`config.mk`:
```
export PLATFORM = sky130hd
export DESIGN_NAME = mw_fsm
export DESIGN_NICKNAME = d
export VERILOG_FILES = /design/src/rtl/mw_pkg.sv /design/src/rtl/mw_fsm.sv
export SDC_FILE = /design/constraint.sdc
export NUM_CORES = 1
export LEC_CHECK = 0
export BUFFER_PORTS_ARGS = -buffer_cell sky130_fd_sc_hd__buf_2
export CORE_MARGIN = 2
export CORE_UTILIZATION = 30
export CTS_CLUSTER_DIAMETER = 60
export DETAILED_ROUTE_END_ITERATION = 16
export PLACE_DENSITY = 0.45
export SETUP_SLACK_MARGIN = 0.4
export SYNTH_ARGS = -nofsm -noshare
export SYNTH_HDL_FRONTEND = slang
export SYNTH_SLANG_ARGS = --single-unit
```
`constraint.sdc`:
```
create_clock -name clk -period 2.16 [get_ports clk]
set_input_delay 0.432 -clock clk [delete_from_list [all_inputs] [get_ports clk]]
set_output_delay 0.432 -clock clk [all_outputs]
set_load 0.02 [all_outputs]
```
`src/rtl/mw_pkg.sv`:
```
package mw_pkg;

   localparam logic [1:0] OP_EXT   = 2'b00;
   localparam logic [1:0] OP_WRITE = 2'b01;
   localparam logic [1:0] OP_READ  = 2'b10;
   localparam logic [1:0] OP_ERASE = 2'b11;

   localparam logic [1:0] EX_LOCK  = 2'b00;
   localparam logic [1:0] EX_FILL  = 2'b01;
   localparam logic [1:0] EX_WIPE  = 2'b10;
   localparam logic [1:0] EX_OPEN  = 2'b11;

   typedef enum logic [2:0] {
      ST_IDLE,
      ST_OPC,
      ST_ADR,
      ST_DAT,
      ST_RD,
      ST_DONE
   } mw_state_e;

   typedef enum logic [2:0] {
      CMD_NONE,
      CMD_WRITE,
      CMD_ERASE,
      CMD_WIPE,
      CMD_FILL,
      CMD_OPEN,
      CMD_LOCK
   } mw_cmd_e;

endpackage

```
`src/rtl/mw_fsm.sv`:
```
module mw_fsm
   import mw_pkg::*;
#(
   parameter int ADDR_W = 6,
   parameter int DATA_W = 16
) (
   input  logic              clk,
   input  logic              rst_n,
   input  logic              cs_s,
   input  logic              sk_rise,
   input  logic              di_s,
   input  logic [DATA_W-1:0] rd_data,
   output logic [ADDR_W-1:0] rd_addr,
   output logic              cmd_vld,
   output mw_cmd_e           cmd,
   output logic [ADDR_W-1:0] cmd_addr,
   output logic [DATA_W-1:0] cmd_data,
   output logic              dout,
   output logic              idle,
   output logic              rd_start
);

   localparam int CW = $clog2(DATA_W + 1);

   mw_state_e         state;
   logic [CW-1:0]     cnt;
   logic [1:0]        op;
   logic [ADDR_W-1:0] adr;
   logic [DATA_W-1:0] dat;
   logic [DATA_W:0]   sh;
   logic [ADDR_W-1:0] nxt_adr;
   logic [DATA_W-1:0] nxt_dat;
   logic [1:0]        ext;

   assign nxt_adr = {adr[ADDR_W-2:0], di_s};
   assign nxt_dat = {dat[DATA_W-2:0], di_s};
   assign ext     = nxt_adr[ADDR_W-1 -: 2];

   always_ff @(posedge clk or negedge rst_n) begin
      if (!rst_n) begin
         state    <= ST_IDLE;
         cnt      <= '0;
         op       <= '0;
         adr      <= '0;
         dat      <= '0;
         sh       <= '0;
         cmd_vld  <= 1'b0;
         cmd      <= CMD_NONE;
         cmd_addr <= '0;
         cmd_data <= '0;
         rd_start <= 1'b0;
      end else begin
         cmd_vld  <= 1'b0;
         rd_start <= 1'b0;
         if (rd_start) sh <= {1'b0, rd_data};
         if (!cs_s) begin
            state <= ST_IDLE;
            cnt   <= '0;
            sh    <= '0;
         end else if (sk_rise) begin
            case (state)
               ST_IDLE: begin
                  if (di_s) begin
                     state <= ST_OPC;
                     cnt   <= '0;
                  end
               end
               ST_OPC: begin
                  op <= {op[0], di_s};
                  if (cnt == CW'(1)) begin
                     state <= ST_ADR;
                     cnt   <= '0;
                  end else begin
                     cnt <= cnt + 1'b1;
                  end
               end
               ST_ADR: begin
                  adr <= nxt_adr;
                  if (cnt == CW'(ADDR_W - 1)) begin
                     cnt      <= '0;
                     cmd_addr <= nxt_adr;
                     case (op)
                        OP_READ: begin
                           state    <= ST_RD;
                           sh       <= '0;
                           rd_start <= 1'b1;
                        end
                        OP_WRITE: state <= ST_DAT;
                        OP_ERASE: begin
                           state   <= ST_DONE;
                           cmd_vld <= 1'b1;
                           cmd     <= CMD_ERASE;
                        end
                        default: begin
                           if (ext == EX_FILL) begin
                              state <= ST_DAT;
                           end else begin
                              state   <= ST_DONE;
                              cmd_vld <= 1'b1;
                              cmd     <= (ext == EX_OPEN) ? CMD_OPEN :
                                         (ext == EX_WIPE) ? CMD_WIPE : CMD_LOCK;
                           end
                        end
                     endcase
                  end else begin
                     cnt <= cnt + 1'b1;
                  end
               end
               ST_DAT: begin
                  dat <= nxt_dat;
                  if (cnt == CW'(DATA_W - 1)) begin
                     state    <= ST_DONE;
                     cnt      <= '0;
                     cmd_vld  <= 1'b1;
                     cmd_data <= nxt_dat;
                     cmd      <= (op == OP_WRITE) ? CMD_WRITE : CMD_FILL;
                  end else begin
                     cnt <= cnt + 1'b1;
                  end
               end
               ST_RD: begin
                  if (cnt == CW'(DATA_W)) begin
                     state <= ST_DONE;
                     cnt   <= '0;
                     sh    <= '0;
                  end else begin
                     sh  <= {sh[DATA_W-1:0], 1'b0};
                     cnt <= cnt + 1'b1;
                  end
               end
               default: state <= ST_DONE;
            endcase
         end
      end
   end

   assign rd_addr = adr;
   assign dout    = (state == ST_RD) & sh[DATA_W];
   assign idle    = (state == ST_IDLE);

endmodule

```
==> results.json <==
{
  "placed_cell_area_um2": 4060,
  "path_max_fanout": 5,
  "drc": 0,
  "status": "completed",
  "yosysWarnings": 0,
  "clock-sinks": 75,
  "final_cell_area_um2": 4540,
  "clk_latency_ns": 0.34,
  "diodes": 0,
  "stdcell_count": 508,
  "clkTransAtPathRegs_ns": 0.06,
  "htree_levels": 3,
  "final_common_cell": "dfrtp_1",
  "drt-pass1-iter-count": 4,
  "dp_slack_ns": 0.0698,
  "synth_edf_count": 0,
  "end_kind": "flip-flop",
  "wire_per_inst_um": 14.8,
  "layout_common_cells": "dfrtp_1 (73), buf_2 (53), mux2_2 (43), buf_4 (23), mux2i_1 (19)",
  "start_kind": "flip-flop",
  "synthFlopType": "dfrtp_1",
  "setup_ws_ns": 0.153,
  "synth_cell_types": 42,
  "maxSlewViolCount": 0,
  "grt-ovfl-total": 0,
  "place_inst": 481,
  "cts-root-buf": "clkbuf_16",
  "p_per_area_nw_per_um2": 801,
  "grt_use_total": 0.129,
  "synthCells": 280,
  "start_util": 0.306,
  "globalplace.congestion": 0.833,
  "vias": 2471,
  "layout.nets": 391,
  "final_core_util": 0.399,
  "hold_ws_ns": 0.0312,
  "required_ns": 2.41,
  "place_hpwl_um": 5070,
  "final.min_clock_period_ns": 2.01,
  "dieWidth_um": 112,
  "fin_crit_sh": 0.929,
  "design.die.area_um2": 12500,
  "async_reset_ff_frac": 1.00,
  "leakagePower_nw": 2.14,
  "fmax_mhz": 498,
  "antenna_found_initial": 0,
  "tns_ns": 0,
  "rsz0062_at_grt": "true",
  "maxCapViolCount": 0,
  "power_mw": 3.64,
  "post-synth-top-area-cell": "dfrtp_1",
  "ios": 56,
  "syn-cell-area_um2": 3480,
  "ys_seq_area_frac": 0.539,
  "finalSetupViolations": 0,
  "worstSetupPathType": "flip-flop to flip-flop",
  "synthTopCellsByArea": "dfrtp_1 (54%), mux2_2 (14%), mux2i_1 (5.5%)",
  "grt_pass1_vias": 2508,
  "grt_pass1_wl_um": 12800,
  "cts_tree": "done",
  "skew_ns": 0.00669,
  "ant_nets": 0,
  "avgSynthCellArea_um2": 12.4,
  "cts_buffer_depth": 2,
  "synth_nets": 311,
  "drive_above_1_share": 0.447,
  "ys_ff_latch": 75,
  "routed_wl_um": 7520,
  "worst_pin_slew_ns": 0.595,
  "synth_top_area_frac": 0.539,
  "cp.arrival_ns": 2.26,
  "num_rows": 39,
  "vdd_ir_drop_max_mv": 0.291,
  "hold_path_class": "input port to asynchronous set/reset pin",
  "cts_buffers": 9,
  "relSlewSlack": 0.600,
  "drt_iter0_markers": 91,
  "area_growth_pct": 30.4,
  "core_um2": 11400,
  "numPortBuffers": 55,
  "die_y_um": 112,
  "grt_max_degree": 45,
  "drt-vias-per-instance": 4.86,
  "hold_viol_final": 0
}
==> power breakdown <==
group / leakage [nW] / total [mW] / switching (mW) / internal, mW
sequential: 1.03 / 1.56 / 0.0821 / 1.47
combinational: 0.974 / 0.612 / 0.357 / 0.254
clock: 0.144 / 1.47 / 0.568 / 0.901
==> kinds of logic (layout without fill, tap and decap cells) <==
logic type      count (synthesis)  in the layout  share of synthesized area
simple gates                   58             58                     0.0978
compound gates                 51             51                      0.106
fa+ha+maj                      10             10                     0.0359
buf+inv                        24            109                     0.0277
mux                            62             62                      0.194
flops                          75             75                      0.539
==> sequential cells by signal, summed over array words and instances (netlist names) <==
register and flops:
sh 17, cmd_data 16, dat 15, cmd_addr 6, rd_addr 6, cnt 5
cmd 3, state 3, op 2, cmd_vld 1, rd_start 1
==> path summary, 6_finish.rpt <==
path                       cells after the start  slack, ns          startpoint                       to
setup / recovery                               7       0.15  cnt[0]$_DFFE_PN0P_       cnt[2]$_DFFE_PN0P_
hold / removal                                 1       0.03               rst_n  cmd_addr[4]$_DFFE_PN0P_
setup reg to reg                               7       0.15  cnt[0]$_DFFE_PN0P_       cnt[2]$_DFFE_PN0P_
hold reg to reg                                1       0.48    sh[10]$_DFF_PN0_         sh[11]$_DFF_PN0_
max in group asynchronous                      2       1.53               rst_n       cnt[0]$_DFFE_PN0P_
min in group clk                               3       0.37          rd_data[0]          sh[0]$_DFF_PN0_
==> final cells by class <==
class / count / area (um2)
clock buffer: 13 / 280
clock inverter: 3 / 20.0
fill: 1116 / 6830
inverter: 14 / 52.6
multi-input combinational: 181 / 1640
sequential: 75 / 1880
tap: 143 / 179
timing repair buffer: 79 / 489
==> Yosys cell counts, types with 5 or more instances <==
master     count
inv_1         14
buf_2          5
nor2_1         7
dfrtp_1       75
mux2_2        43
nand2_1       16
nand2b_1       5
ha_1          10
o2bb2ai_1     16
mux2i_1       19
o21ai_0       14
clkbuf_1       5
==> worst max-delay path: stages, from the launching register on <==
cell	delay, ns
dfrtp_2	0.45
ha_4	0.17
and3_4	0.18
ha_4	0.15
or4bb_4	0.54
o21ai_4	0.12
o211ai_1	0.12
a22oi_1	0.19
==> timing repair <==
item | CTS | global route
pin swaps | 9 | 4
buffers inserted | 8 | 3
setup endpoints to repair | 65 | 61
hold buffers | 0 | 0
resized for setup | 20 | 6
==> layer usage <==
layer	vias to the layer above	routed length (um)	share of wire	track usage
li1	1179	-	-	-
met1	1228	3560	0.47	0.173
met2	51	3460	0.46	0.196
met3	13	306	0.041	0.0245
met4	0	193	0.026	0.0724
met5	-	0	0	0
(Power assumes the default switching activity.)
